===== src/rtl/alu_pkg.sv =====
package alu_pkg;

    typedef enum logic [3:0] {
        OP_ADD  = 4'd0,
        OP_ADDC = 4'd1,
        OP_SUB  = 4'd2,
        OP_SUBC = 4'd3,
        OP_AND  = 4'd4,
        OP_OR   = 4'd5,
        OP_XOR  = 4'd6,
        OP_ORN  = 4'd7,
        OP_ANDN = 4'd8,
        OP_XNOR = 4'd9
    } alu_op_e;

    typedef struct packed {
        logic n;
        logic z;
        logic v;
        logic c;
    } cc_grp_t;

    localparam int unsigned GROUPS = 2;

endpackage


===== src/rtl/alu_addsub.sv =====
module alu_addsub #(
    parameter int W  = 64,
    parameter int LW = 32
) (
    input  logic [W-1:0] a,
    input  logic [W-1:0] b,
    input  logic         sub,
    input  logic         chain_bit,
    output logic [W-1:0] sum,
    output logic         co_lo,
    output logic         co_hi
);
    localparam int HW = W - LW;

    logic [W-1:0]  b_eff;
    logic          cin;
    logic [LW:0]   lo;
    logic [HW:0]   hi;

    // Subtraction: invert b and complement the incoming borrow.
    always_comb begin
        b_eff = sub ? ~b : b;
        cin   = sub ? ~chain_bit : chain_bit;
        lo    = {1'b0, a[LW-1:0]} + {1'b0, b_eff[LW-1:0]} + {{LW{1'b0}}, cin};
        hi    = {1'b0, a[W-1:LW]} + {1'b0, b_eff[W-1:LW]} + {{HW{1'b0}}, lo[LW]};
        sum   = {hi[HW-1:0], lo[LW-1:0]};
        co_lo = lo[LW];
        co_hi = hi[HW];
    end
endmodule


===== src/rtl/alu_logic.sv =====
module alu_logic
    import alu_pkg::*;
#(
    parameter int W = 64
) (
    input  alu_op_e      opc,
    input  logic [W-1:0] a,
    input  logic [W-1:0] b,
    output logic [W-1:0] y
);
    always_comb begin
        unique case (opc)
            OP_AND:  y = a & b;
            OP_OR:   y = a | b;
            OP_XOR:  y = a ^ b;
            OP_ORN:  y = a | ~b;
            OP_ANDN: y = a & ~b;
            OP_XNOR: y = ~(a ^ b);
            default: y = '0;
        endcase
    end
endmodule


===== src/rtl/alu_ccgen.sv =====
module alu_ccgen
    import alu_pkg::*;
#(
    parameter int W  = 64,
    parameter int LW = 32
) (
    input  logic [W-1:0]       a,
    input  logic [W-1:0]       b,
    input  logic [W-1:0]       res,
    input  logic               arith,
    input  logic               sub,
    input  logic               co_lo,
    input  logic               co_hi,
    output cc_grp_t [GROUPS-1:0] grp
);
    for (genvar g = 0; g < GROUPS; g++) begin : g_grp
        localparam int TOP = (g == 0) ? LW : W;
        localparam int MSB = TOP - 1;

        logic co;
        logic same_sign;
        logic res_flip;

        assign co        = (g == 0) ? co_lo : co_hi;
        assign same_sign = (a[MSB] == b[MSB]);
        assign res_flip  = (res[MSB] != a[MSB]);

        always_comb begin
            grp[g].n = res[MSB];
            grp[g].z = ~|res[MSB:0];
            grp[g].v = arith & res_flip & (sub ? ~same_sign : same_sign);
            grp[g].c = arith & (sub ? ~co : co);
        end
    end
endmodule


===== src/rtl/int_alu_dual.sv =====
module int_alu_dual
    import alu_pkg::*;
#(
    parameter int W  = 64,
    parameter int LW = 32
) (
    input  logic         clk,
    input  logic         rst_n,
    input  logic [W-1:0] opnd_a,
    input  logic [W-1:0] opnd_b,
    input  logic [3:0]   op,
    input  logic         set_flags,
    output logic [W-1:0] result,
    output logic [7:0]   flags
);
    alu_op_e              opc;
    logic                 is_arith;
    logic                 is_sub;
    logic                 is_logic;
    logic                 use_chain;
    logic [W-1:0]         sum;
    logic [W-1:0]         logic_y;
    logic                 co_lo;
    logic                 co_hi;
    cc_grp_t [GROUPS-1:0] grp;
    logic [7:0]           flags_q;

    assign opc = alu_op_e'(op);

    always_comb begin
        is_arith  = 1'b0;
        is_sub    = 1'b0;
        is_logic  = 1'b0;
        use_chain = 1'b0;
        unique case (opc)
            OP_ADD:  is_arith = 1'b1;
            OP_ADDC: begin is_arith = 1'b1; use_chain = 1'b1; end
            OP_SUB:  begin is_arith = 1'b1; is_sub = 1'b1; end
            OP_SUBC: begin is_arith = 1'b1; is_sub = 1'b1; use_chain = 1'b1; end
            OP_AND, OP_OR, OP_XOR, OP_ORN, OP_ANDN, OP_XNOR: is_logic = 1'b1;
            default: ;
        endcase
    end

    alu_addsub #(.W(W), .LW(LW)) u_addsub (
        .a         (opnd_a),
        .b         (opnd_b),
        .sub       (is_sub),
        .chain_bit (use_chain & flags_q[0]),
        .sum       (sum),
        .co_lo     (co_lo),
        .co_hi     (co_hi)
    );

    alu_logic #(.W(W)) u_logic (
        .opc (opc),
        .a   (opnd_a),
        .b   (opnd_b),
        .y   (logic_y)
    );

    always_comb begin
        if (is_arith)      result = sum;
        else if (is_logic) result = logic_y;
        else               result = '0;
    end

    alu_ccgen #(.W(W), .LW(LW)) u_cc (
        .a     (opnd_a),
        .b     (opnd_b),
        .res   (result),
        .arith (is_arith),
        .sub   (is_sub),
        .co_lo (co_lo),
        .co_hi (co_hi),
        .grp   (grp)
    );

    always_ff @(posedge clk or negedge rst_n) begin
        if (!rst_n)
            flags_q <= '0;
        else if (set_flags && (is_arith || is_logic))
            flags_q <= {grp[1], grp[0]};
    end

    assign flags = flags_q;
endmodule


===== config.mk =====
export PLATFORM = sky130hd
export DESIGN_NAME = int_alu_dual
export DESIGN_NICKNAME = d
export VERILOG_FILES = /design/src/rtl/alu_pkg.sv /design/src/rtl/alu_addsub.sv /design/src/rtl/alu_logic.sv /design/src/rtl/alu_ccgen.sv /design/src/rtl/int_alu_dual.sv
export SDC_FILE = /design/constraint.sdc
export NUM_CORES = 1
export LEC_CHECK = 0
export BUFFER_PORTS_ARGS = -buffer_cell sky130_fd_sc_hd__buf_2
export CORE_UTILIZATION = 55
export DETAILED_ROUTE_END_ITERATION = 7
export GPL_TIMING_DRIVEN = 0
export HOLD_SLACK_MARGIN = 0.02
export PLACE_DENSITY = 0.81
export SLEW_MARGIN = 10
export SYNTH_ARGS = -nofsm -noshare
export SYNTH_HDL_FRONTEND = slang
export SYNTH_SLANG_ARGS = --single-unit

===== constraint.sdc =====
create_clock -name clk -period 9.8 [get_ports clk]
set_clock_uncertainty 0.1 [all_clocks]
set_input_delay 0.49 -clock clk [delete_from_list [all_inputs] [get_ports clk]]
set_output_delay 0.49 -clock clk [all_outputs]
set_load 0.03 [all_outputs]

* Yosys cells after proc, flatten, opt, wreduce, memory -nomap -nowiden
Cells that the tools add are included.
** Storage, ports and cells
- Logic and storage cells :: 61
- Register bits :: 8
- Input bits :: 135
** Cells by class
- $add $sub $neg :: 4
- Eq/ne operators :: 13
- Bitwise operators :: 19
- Muxes and demuxes :: 13
- Reduce and logical (&&, ||, !) cells :: 11
** Operators by type and width (number)
- case mux 64 bit (6 select lines) :: 1
- two-way mux 64 bit :: 3
- bitwise AND 64 bit :: 2
- NOT 64 bit :: 2
- bitwise OR 64 bit :: 2
- adder 32 x 32 -> 33 bit :: 2
- adder 33 x 1 -> 33 bit :: 2
- OR reduction 64 bit :: 1
- bitwise XOR 64 bit :: 1
- OR reduction 32 bit :: 1
- equality test 4 x 3 -> 1 bit (second input constant) :: 4
- two-way mux 1 bit :: 9
- equality test 4 x 2 -> 1 bit (second input constant) :: 2
- equality test 4 bit (second input constant) :: 2
- bitwise AND 1 bit :: 7
- OR reduction 6 bit :: 1
- NOT 1 bit :: 5
- equality test 4 x 1 -> 1 bit (second input constant) :: 1
- zero test 4 bit :: 1
- OR reduction 2 bit :: 2
- OR reduction 4 bit :: 1
- equality test 1 bit :: 2
- zero test 1 bit :: 2
- inequality test 1 bit :: 2
- 2 further kinds :: 2

* Logic depth before layout (Yosys ltp)
- Depth after elaboration :: 12
- Mapped depth :: 37
- Depth with buffers taken out :: 27

* By module
From an unflattened synthesis, not the netlist that was laid out.
** Unflattened totals
- Cells, all modules :: 1599
- Area, all modules :: 11736.3 um2
** By module, submodules not included
- alu_logic :: times used 1, sequential area each 0.0 um2, cells an instance 797, area each 5541.6 um2
- alu_addsub :: times used 1, sequential area each 0.0 um2, cells an instance 573, area each 4171.5 um2
- int_alu_dual :: times used 1, sequential area each 200.2 um2, cells an instance 191, area each 1749.2 um2
- alu_ccgen :: times used 1, sequential area each 0.0 um2, cells an instance 38, area each 274.0 um2

* Worst setup path before layout
No wires, ideal clock.
- Kind :: input to register
- Start :: input op[3]
- End :: register flags_q[6] (netlist: flags[6])
- Data arrival time :: 8.628 ns
- Stages on the path :: 34
- Setup slack :: 0.998 ns
- Path buffers :: 8
- Library setup time :: 0.074 ns
- Cells stage by stage :: buf_2 -> or2_2 -> buf_2 -> buf_2 -> clkbuf_1 -> clkbuf_1 -> buf_1 -> clkbuf_1 -> nor2_1 -> clkbuf_1 -> xor2_1 -> fa_1 -> inv_1 -> fa_1 -> nand2b_1 -> a211oi_1 -> o211ai_1 -> a311oi_1 -> o41ai_1 -> o21ai_0 -> nand2_1 -> a21oi_1 -> fa_1 -> fa_1 -> a211oi_1 -> o21ai_0 -> a211oi_1 -> nor2_1 -> a21oi_1 -> o311ai_0 -> or4_1 -> nor4_1 -> nand2_1 -> o21ai_2
** Between the ends
- Longest elaborated chain between the ends :: 11
- Elaborated cells between the ends (all ways) :: 33
- Classes of those cells :: add/sub (4); eq/ne (9); mux (9); bitwise (2); reduce/logical (9)
** Ends and longest elaborated chain
- start, declared :: line int_alu_dual.sv:11 : input logic [3:0] op,
- parallel branches: the longest is 8 deep, another holds adder 32 x 32 -> 33 bit
- two-way mux 64 bit * :: line int_alu_dual.sv:63 : if (is_arith) result = sum;
- via result[54] :: line int_alu_dual.sv:13 : output logic [W-1:0] result,
- OR reduction 64 bit * :: line alu_ccgen.sv:30 : grp[g].z = ~|res[MSB:0];
- zero test 1 bit * :: line alu_ccgen.sv:30
- end signal, assigned :: line int_alu_dual.sv:83 : flags_q <= {grp[1], grp[0]};
- end, declared :: line int_alu_dual.sv:26 : logic [7:0] flags_q;
Mark *: on every way through the listed nets, which the timed path passes.
A chain may end at the register's enable or synchronous reset.

* Final worst setup path
- Start :: input op[3]
- End :: register flags_q[6] (netlist: flags[6])
** Between the ends
- Longest elaborated chain between the ends :: 11
- Elaborated cells between the ends (all ways) :: 33
- Classes of those cells :: add/sub (4); eq/ne (9); mux (9); bitwise (2); reduce/logical (9)
** Ends and longest elaborated chain
- parallel branches: the longest is 11 deep, another holds adder 32 x 32 -> 33 bit
Parallel ways; which one is timed is not known.

==> metrics.yaml <==
hold_path_class: "reg -> reg"
maxCapViolations: 0
critPathMostFrequentCell: "buf_2"
synth-edff-count: 0
critical_path_buf_inv_count: 8
status: "finished clean"
clk_pin_slew_worst_paths_ps: 40
grt_util_all_layers_pct: 42.7
wl_mm: 38.6
start_util_pct: 56.5
grt_max_degree: 29
finalCritPeriodShare_pct: 95.8
vias: 12200
finalMaxSlewViolations: 0
max_stage_delay_ps: 540
drt-pass1-iter-count: 6
layout-drive-gt1-share_pct: 17.2
core-area_um2: 16600
rr_worst_depth: 26
dpl_worst_slack_ps: -2400
dp.cells: 1806
yosysWarnings: 0
grt_pass1_wl_mm: 60.2
worst-endpoint-arrival_ps: 9450
r2r-start: "flags[0]"
root_buffer: "clkbuf_16"
vdd_drop_max_mv: 0.0589
ys_async_sr_fraction_pct: 100
timing.rr.end: "flags[6]"
dieArea_um2: 17600
synth_common_cells: "129 x xor2_1, 117 x a21oi_1, 103 x nand2_1"
overflow: 0
period_minus_slack_ps: 9390
path_class: "in -> reg"
drc: 0
end_kind: "flip-flop"
place_congestion: 1.03
startpoint_type: "input port"
routed_via_density: 6.75
grt_pass1_vias: 11400
antenna_found_initial: 1
wl_per_cell_um: 21.3
rows: 47
die_w_um: 133
setup_viol: 0
synth_fp_nets: 1585
drtIter0Drc: 1121
leakagePower_nw: 4.60
clk_latency_ps: 230
die_y_um: 133
critPathCapture: "flags[6]"
pin_count: 207
cts_buffer_depth: 2
cp_num_cells: 33
syn_inst: 1384
synth_top_area_share_pct: 12.0
ant_nets: 0
hold_violations: 0
htree_levels: 1
cts_sinks: 8
synth_area_per_cell_um2: 6.79
worst_slack_ps: 415
netlist_area_um2: 9400
synth_cell_types: 85
crit_family: "compound AO/OA/AOI/OAI gates"
worst_slew_pin_slew_ps: 1150
synth-seq-cells: 8
relSlewSlack_pct: 23.4
final_nets: 1793
ys_seq_area_share_pct: 2.13
post-route-util_pct: 65.4
area_delta_synth_final_pct: 15.8
slowest_stage: "or4_1"
crit_start: "op[3]"
crit_path_max_fanout: 28
rsz0062_at_grt: "no"
cts_inserted_buffers: 3
ys_top_cells_by_area: "xor2_1 12%, ha_1 8.2%, a21oi_1 6.2%, o21ai_0 5.3%, nand2b_1 5.0%"
powerDensity_nw_per_um2: 88.1
port_buffers: 202
fmax_mhz: 107
dpl.hpwl_mm: 29.6
synthFlopType: "dfrtp_1"
cts_tree: "yes"
synth_most_common_cell: "xor2_1"
regToRegSetupSlack_ps: 2470
largest_reg_flops: 8
fin_cells: 1813
yosysTopAreaCell: "xor2_1"
worstPathRequired_ps: 9860
==> through the flow <==
stage	total power [mW]	cell area, µm²	hold WS (ps)	setup TNS (ps)
after floorplan	0.616	9400	94.4	0
after global placement	0.843	10700	236	-41920
after detailed placement	0.853	10700	235	-42670
after CTS	0.932	10800	388	0
after global routing	1.02	10900	413	0
final	0.959	10900	392	0
==> tightest hold or removal path, stage by stage, from the launching register on <==
cell,delay [ps]
dfrtp_1,340
nand2_1,50
nand2_1,60
==> worst min-delay path by stage <==
stage,startpoint,cells past startpoint,slack (ps),endpoint
after detailed placement,rst_n,1,240,flags[6]
final,flags[2],2,390,flags[2]
after floorplan,rst_n,0,90,flags[0]
after CTS,flags[2],2,390,flags[2]
after global placement,rst_n,1,240,flags[2]
after global routing,flags[2],2,410,flags[2]
==> placed cells by master, fill, tap and decap left out, types with 46 or more instances in the layout <==
| master | count |
|---|---|
| nand2_1 | 103 |
| nor3_1 | 46 |
| a21oi_1 | 116 |
| ha_1 | 62 |
| xor2_1 | 129 |
| nor2_1 | 75 |
| xnor2_1 | 52 |
| nand2b_1 | 75 |
| maj3_1 | 46 |
| buf_2 | 221 |
| o21ai_0 | 99 |
==> power breakdown <==
part | internal, mW | switching (mW)
clock network | 0.0526 | 0.0157
registers | 0.0367 | 0.00229
logic | 0.303 | 0.549
==> cell type report <==
type,count,area (µm²)
buffer,87,420
fill,1581,5750
inverter,43,161
clock buffer,3,75.1
multi-input combinational,1242,8700
antenna,3,7.51
tap,220,275
timing repair buffer,207,1050
sequential,8,200
==> metal layers <==
metal  vias up  track usage (%)  wire (µm)
li1       5590                -          -
met1      5675             52.2      14900
met2       787             70.8      17300
met3       179             7.05       4010
met4         0             24.4       2390
met5         -                0          0
==> repair_timing <==
action | CTS | global route
buffers inserted | 2 | 2
gates resized for setup | 14 | 15
pin swaps | 2 | 3
hold buffers | 1 | 0
endpoints found under the setup margin | 36 | 14
hold endpoints to repair | 8 | 0
==> kinds of logic after synthesis <==
kind of cell             share of synthesized area [%]
adder cells (fa/ha/maj)                           14.2
flip-flops                                        2.13
buffers and inverters                             6.12
AND/OR/NAND/NOR                                   27.7
AO/OA/AOI/OAI                                     30.5
multiplexers                                      2.37
XOR/XNOR                                          16.9
(Power assumes the default switching activity.)
